<file path="config.mk">
export PLATFORM = sky130hd
export DESIGN_NAME = lockbank_top
export DESIGN_NICKNAME = d
export VERILOG_FILES = /design/src/rtl/lockbank_pkg.sv /design/src/rtl/lockbank_rr.sv /design/src/rtl/lockbank_slot.sv /design/src/rtl/lockbank_top.sv
export SDC_FILE = /design/constraint.sdc
export NUM_CORES = 1
export LEC_CHECK = 0
export BUFFER_PORTS_ARGS = -buffer_cell sky130_fd_sc_hd__buf_2
export CAP_MARGIN = 15
export CORE_MARGIN = 3
export CORE_UTILIZATION = 31
export DETAILED_ROUTE_END_ITERATION = 8
export GPL_TIMING_DRIVEN = 0
export HOLD_SLACK_MARGIN = 0.06
export SLEW_MARGIN = 10
export SYNTH_ARGS = -nofsm -noshare
export SYNTH_HDL_FRONTEND = slang
export SYNTH_HIERARCHICAL = 1
export SYNTH_SLANG_ARGS = --single-unit
</file>
<file path="constraint.sdc">
create_clock -name clk -period 6.3 [get_ports clk]
set_clock_uncertainty 0.1 [all_clocks]
set_input_delay 1.26 -clock clk [delete_from_list [all_inputs] [get_ports clk]]
set_output_delay 1.26 -clock clk [all_outputs]
set_load 0.01 [all_outputs]
</file>
<file path="src/rtl/lockbank_pkg.sv">
package lockbank_pkg;
  typedef enum logic {
    OP_TAKE = 1'b0,
    OP_DROP = 1'b1
  } lk_op_e;
endpackage

</file>
<file path="src/rtl/lockbank_rr.sv">
module lockbank_rr #(
  parameter int N = 8,
  localparam int W = $clog2(N)
) (
  input  logic [N-1:0] req,
  input  logic [W-1:0] start,
  output logic         hit,
  output logic [W-1:0] pick,
  output logic [N-1:0] onehot
);
  function automatic logic [W-1:0] wrap_add(input logic [W-1:0] a, input int unsigned k);
    logic [W:0] s;
    s = {1'b0, a} + (W+1)'(k);
    if (s >= (W+1)'(N)) s = s - (W+1)'(N);
    return s[W-1:0];
  endfunction

  always_comb begin
    hit  = 1'b0;
    pick = start;
    for (int unsigned k = 0; k < N; k++) begin
      if (!hit && req[wrap_add(start, k)]) begin
        hit  = 1'b1;
        pick = wrap_add(start, k);
      end
    end
    onehot = '0;
    if (hit) onehot[pick] = 1'b1;
  end
endmodule

</file>
<file path="src/rtl/lockbank_slot.sv">
module lockbank_slot #(
  parameter int NCORE = 8,
  localparam int CW = $clog2(NCORE)
) (
  input  logic             clk,
  input  logic             rst,
  input  logic [NCORE-1:0] acq_mask,
  input  logic [NCORE-1:0] rel_mask,
  output logic [NCORE-1:0] gnt_vec,
  output logic [NCORE-1:0] rel_ok_vec
);
  logic          busy;
  logic [CW-1:0] owner;
  logic [CW-1:0] ptr;
  logic          rel_hit;
  logic          free_now;
  logic          hit;
  logic [CW-1:0] pick;
  logic [NCORE-1:0] arb_req;

  assign rel_hit  = busy && rel_mask[owner];
  assign free_now = !busy || rel_hit;
  assign arb_req  = free_now ? acq_mask : '0;

  lockbank_rr #(.N(NCORE)) u_rr (
    .req    (arb_req),
    .start  (ptr),
    .hit    (hit),
    .pick   (pick),
    .onehot (gnt_vec)
  );

  always_comb begin
    rel_ok_vec = '0;
    if (rel_hit) rel_ok_vec[owner] = 1'b1;
  end

  always_ff @(posedge clk) begin
    if (rst) begin
      busy  <= 1'b0;
      owner <= '0;
      ptr   <= '0;
    end else if (hit) begin
      busy  <= 1'b1;
      owner <= pick;
      ptr   <= (pick == CW'(NCORE-1)) ? '0 : pick + 1'b1;
    end else if (rel_hit) begin
      busy  <= 1'b0;
    end
  end

  assert_single_grant_R5: assert property (@(posedge clk) disable iff (rst)
    $onehot0(gnt_vec) && ((gnt_vec & ~acq_mask) == '0));

  assert_grant_when_free_R3: assert property (@(posedge clk) disable iff (rst)
    (|gnt_vec) |-> (!busy || rel_hit));

  assert_hold_owner_R3: assert property (@(posedge clk) disable iff (rst)
    (busy && !rel_hit) |=> (busy && $stable(owner)));

  assert_release_first_R9: assert property (@(posedge clk) disable iff (rst)
    (rel_hit && (|acq_mask)) |-> (|gnt_vec));
endmodule

</file>
<file path="src/rtl/lockbank_top.sv">
module lockbank_top #(
  parameter int NCORE = 8,
  parameter int NLOCK = 8,
  localparam int LW = $clog2(NLOCK)
) (
  input  logic                clk,
  input  logic                rst,
  input  logic [NCORE-1:0]    req_vld,
  input  logic [NCORE-1:0]    req_op,
  input  logic [NCORE*LW-1:0] req_idx,
  output logic [NCORE-1:0]    rsp_vld,
  output logic [NCORE-1:0]    rsp_ok,
  output logic [NCORE-1:0]    rsp_err
);
  import lockbank_pkg::*;

  logic [NCORE-1:0] acq_m  [NLOCK];
  logic [NCORE-1:0] rel_m  [NLOCK];
  logic [NCORE-1:0] gnt_m  [NLOCK];
  logic [NCORE-1:0] relok_m[NLOCK];
  logic [NCORE-1:0] ok_now;
  logic [NCORE-1:0] is_drop;

  always_comb begin
    for (int c = 0; c < NCORE; c++) is_drop[c] = (lk_op_e'(req_op[c]) == OP_DROP);
  end

  for (genvar l = 0; l < NLOCK; l++) begin : g_lock
    always_comb begin
      for (int c = 0; c < NCORE; c++) begin
        acq_m[l][c] = req_vld[c] && !is_drop[c] && (req_idx[c*LW +: LW] == LW'(l));
        rel_m[l][c] = req_vld[c] &&  is_drop[c] && (req_idx[c*LW +: LW] == LW'(l));
      end
    end

    lockbank_slot #(.NCORE(NCORE)) u_slot (
      .clk        (clk),
      .rst        (rst),
      .acq_mask   (acq_m[l]),
      .rel_mask   (rel_m[l]),
      .gnt_vec    (gnt_m[l]),
      .rel_ok_vec (relok_m[l])
    );
  end

  always_comb begin
    ok_now = '0;
    for (int l = 0; l < NLOCK; l++) ok_now = ok_now | gnt_m[l] | relok_m[l];
  end

  always_ff @(posedge clk) begin
    if (rst) begin
      rsp_vld <= '0;
      rsp_ok  <= '0;
      rsp_err <= '0;
    end else begin
      rsp_vld <= req_vld;
      rsp_ok  <= ok_now;
      rsp_err <= req_vld & is_drop & ~ok_now;
    end
  end

  assert_rsp_follows_R4: assert property (@(posedge clk) disable iff (rst)
    1'b1 |=> (rsp_vld == $past(req_vld)));

  assert_ok_err_excl_R4: assert property (@(posedge clk) disable iff (rst)
    ((rsp_ok & rsp_err) == '0) && (((rsp_ok | rsp_err) & ~rsp_vld) == '0));

  assert_err_only_drop_R8: assert property (@(posedge clk) disable iff (rst)
    1'b1 |=> ((rsp_err & ~$past(req_op)) == '0));
endmodule

</file>
# == Word level (Yosys, flattened, before mapping) ==
# Index checks and enable logic that the tools add are counted.
# classes
add_sub_neg,128
magnitude_cmp,160
eq_ne,64
n_mux,416
bitwise,18
n_reduce_logical,320
# op_table
cell,n
two-way mux 3 bit,136
"less-than comparator 3 x 4 -> 1 bit, second input constant",80
"greater-or-equal comparator 4 bit, second input constant",56
logical AND 1 bit,224
binary-select mux 1 bit (select 3 bit),72
two-way mux 8 bit,24
"subtractor 3 x 1 -> 3 bit, second input constant",64
two-way mux 1 bit,168
"adder 3 x 3 -> 4 bit, second input constant",32
"equality test 3 bit, second input constant",40
bitwise OR 8 bit,15
zero test 1 bit,72
"adder 3 x 2 -> 4 bit, second input constant",16
demux 1 bit (select 3 bit),16
"equality test 3 x 2 -> 1 bit, second input constant",16
"greater-or-equal comparator 3 x 1 -> 1 bit, second input constant",16
"adder 3 x 1 -> 4 bit, second input constant",8
"greater-or-equal comparator 3 x 4 -> 1 bit, second input constant",8
"adder 3 x 1 -> 3 bit, second input constant",8
"equality test 3 x 1 -> 1 bit, second input constant",8
zero test 3 bit,8
AND 8 bit,2
nonzero test 2 bit,8
logical OR 1 bit,8
inverter 8 bit,1
# totals
ff_bits,80
in_bits,42
out_inout_bits,24
word_cells,1133

# == Depth between registers and ports, before layout ==
# depth
ltp_word,53
mapped_depth,19
ltp_nobuf,18

# == Hierarchy ==
# Netlist, hierarchy kept.
# modules_own_cells
mod,n_inst,cells_per_inst,area_each_um2,seq_area_each_um2
lockbank_rr (g_lock[0].u_slot.u_rr ...),7,120,1132.3,0.0
lockbank_top,1,286,1874.3,480.5
lockbank_slot (g_lock[4].u_slot ...),3,59,543.0,140.1
lockbank_slot (g_lock[0].u_slot ...),3,62,539.3,140.1
lockbank_rr (g_lock[7].u_slot.u_rr),1,129,1219.9,0.0
lockbank_slot (g_lock[3].u_slot),1,61,526.8,140.1
lockbank_slot (g_lock[7].u_slot),1,56,481.7,140.1

# == Worst setup path before layout ==
# OpenSTA, ideal clock, no wires.
# synth_path
path_kind,in2reg
start,in req_vld[5]
end,reg g_lock[3].u_slot.ptr[2]
setup_time_ps,124
arrival_time_ps,5231
required_time_ps,6076
setup_slack_ps,845
stages,17
n_path_buf,0
path_cell_list,nand2_1 > or2_1 > nor2_1 > mux2_4 > a222oi_1 > a21boi_0 > mux4_2 > mux2_4 > nand4b_2 > o31ai_1 > a21oi_1 > a2111oi_2 > nor2_1 > ha_1 > ha_1 > mux2i_1 > nor2_1
# synth_rtl
element,line_no,text
"start, declared",lockbank_top.sv:8,"input logic [NCORE-1:0] req_vld,"
"end signal, assigned",lockbank_slot.sv:46,ptr <= (pick == CW'(NCORE-1)) ? '0 : pick + 1'b1;
"end, declared",lockbank_slot.sv:14,logic [CW-1:0] ptr;

==> flow_summary.ini <==
[power]
ir_worst_vdd_mv = 0.160
leakagePower_nw = 6.42
pwr_density_cell_mw_per_mm2 = 312

[cells_and_area]
area_delta_synth_final_pct = 10.1
drive_above_1_share_pct = 22.0
fin_util_pct = 34.9
n_antenna_cell = 0
fin_nets = 1882

[worst_setup_path]
r2r_slack_ps = 830
max_stage_delay_ps = 770
critPathArrivalTime_ps = 6420
cp_top_family = simple AND/OR/NAND/NOR gates
cp-start-kind = input port
critical_path_class = in2reg
end_kind = flip-flop
required_ps = 6460
cp_max_fo = 10
worstPathCellList = buf_2 > nand2_1 > nor3_1 > mux2i_1 > o221a_4 > a21boi_1 > mux4_1 > nor2b_1 > a22oi_1 > buf_2 > nor2_1 > a41o_2 > o21ai_4 > a211oi_1 > nor4_1 > nand4_1 > nor2b_1
cp_slowest_cell = nor4_1
crit_buf_inv = 2

[route]
drc = 0
vias = 14900
via_per_inst = 6.04
initialDrtViolationCount = 1383
postRouteWirelength_um = 52100
first_pass_iters = 5
ant_nets = 0
route.detailed.wl_per_inst_um = 21.1

[run_status]
status = finished clean

[placed_design]
post-place-ws_ps = -453
dp_hpwl_um = 41500
io_buffer_count = 61
gp_congestion = 0.998

[logic_synthesis]
syn_avg_cell_area_um2 = 8.80
ys_top_cells_by_area = dfxtp_1, mux4_2, mux2i_1, mux4_1, nor2_1
synth_nets = 1809
ys_seq_area_share_pct = 10.5
synthFlopType = dfxtp_1
ys_ff_latch = 80
synth_area_mm2 = 0.0153
synthCells = 1735
yosys.area.top_type = dfxtp_1
yosys_warnings = 6
synth_edf_count = 0
synthArstFlopShare_pct = 0
synth.distinct_cells = 96
netlist.area_leader.share_pct = 10.5

[floorplanning]
die_area_mm2 = 0.0520
fp.coreArea_mm2 = 0.0482
ios = 66
dieWidth_um = 228
initial_core_util_pct = 31.7
die_height_um = 228
num_rows = 80

[global_route]
grt_pass1_wl_um = 81100
grt_use_total_pct = 19.3
gr-total-overflow = 0
first_global_vias = 13900
antenna_found_initial = 1
grt_max_degree = 21

[sta]
setup_ws_ps = 37.2
max_freq_ghz = 0.160
slew_viol_final = 0
hold_viol = 0
setup_viol = 0
maxSlewHeadroom_pct = 39.6
period_minus_slack_ps = 6260
tightest_slew_ps = 898
rsz0062_at_grt = no
period_share_pct = 99.4

[clocking]
cts_buffers = 9
ctsHoldBuffers = 0
cts_tree = built
max-clock-path-buffers = 2
cts-root-buf = clkbuf_16
path_clk_slew_ps = 70
clock_sinks = 80
clk-insertion-delay-late_ps = 380
ctsHtreeMaxLevel = 3

[flow_run]
cap_viol_max_count = 0

[hold_path]
hold_class = reg2reg
[placed cells by master (no fill, tap or decap), drive strengths merged, types with 20 or more instances in the layout]
cell | Yosys | routed
nor2 | 227 | 227
buf | 65 | 127
mux2i | 122 | 122
nand2 | 111 | 111
mux4 | 111 | 111
dfxtp | 80 | 80
nor4 | 73 | 73
a21boi | 71 | 71
mux2 | 67 | 67
nand2b | 64 | 64
nor3 | 62 | 62
nor2b | 58 | 58
inv | 54 | 56
clkbuf | 40 | 50
a211oi | 41 | 41
ha | 32 | 32
nand3 | 31 | 31
o21ai | 31 | 31
nand3b | 23 | 23
and3 | 23 | 23
a21oi | 20 | 20
[through the flow]
step / TNS [ps] / power [mW] / hold slack, ps / instance area (um^2) / instances
floorplan: 0 / 3.74 / 355 / 15300 / 1735
global placement: -3560 / 4.50 / 372 / 16400 / 2452
detailed placement: -4350 / 4.58 / 386 / 16400 / 2452
CTS: 0 / 5.16 / 403 / 16700 / 2468
global route: 0 / 5.62 / 421 / 16800 / 2468
finish: 0 / 5.24 / 399 / 16800 / 2468
[state kept, by name, indices dropped and copies added (netlist names)]
name                 cells
g_lock.u_slot/busy       8
g_lock.u_slot/owner     24
g_lock.u_slot/ptr       24
rsp_err                  8
rsp_ok                   8
rsp_vld                  8
[tightest hold or removal path, delay by kind of cell (launching register included)]
kind | cells | cell delay, ps
flops | 1 | 320
simple gates | 1 | 80
mux | 1 | 60
[synth_stat cells, drive strengths merged, types with 58 or more instances]
master and instances:
a21boi 71, mux4 111, buf 65, nor3 62, nor2b 58, dfxtp 80
nand2 111, nor2 227, mux2 67, nand2b 64, nor4 73, mux2i 122
[cells by family (layout without fill, tap and decap cells)]
family	Yosys count	in the layout	synth area share, %
multiplexers	300	300	32.0
AND/OR/NAND/NOR	774	774	27.2
AO/OA/AOI/OAI	355	355	20.3
buffers and inverters	168	245	5.92
flip-flops	80	80	10.5
adder cells (fa/ha/maj)	32	32	2.62
XOR/XNOR	26	26	1.49
[timing repair]
action,in CTS,in global routing
setup buffers,1,0
resized for setup,1,31
setup endpoints to repair,5,14
pin swaps,1,1
cloned,0,0
[cell type report]
class,instances,area (um^2)
timing repair buffer,62,313
inverter,63,255
buffer,105,649
sequential,80,1600
clock buffer,10,239
fill,4982,31400
tap,656,821
clock inverter,5,65.1
multi-input combinational,1487,12900
[layer usage]
metal | GRT usage [%] | wire length (um) | up-vias
met5 | 0 | 11 | -
met1 | 26.2 | 22800 | 7370
li1 | - | - | 6893
met2 | 32.1 | 24700 | 545
met3 | 2.45 | 3150 | 91
met4 | 5.60 | 1450 | 2
[worst paths after layout]
check	from	endpoint	cells past startpoint
setup / recovery	req_vld[1]	rsp_ok[4]	17
hold / removal	g_lock[4].u_slot/ptr[2]	g_lock[4].u_slot/ptr[2]	2
setup reg to reg	g_lock[5].u_slot/ptr[1]	rsp_ok[2]	16
hold reg to reg	g_lock[4].u_slot/ptr[2]	g_lock[4].u_slot/ptr[2]	2
[where the power goes]
| part | internal, mW | switching, mW |
|---|---|---|
| Clock | 0.319 | 0.247 |
| Combinational | 1.61 | 2.31 |
| Sequential | 0.646 | 0.113 |
(Power assumes the default switching activity.)
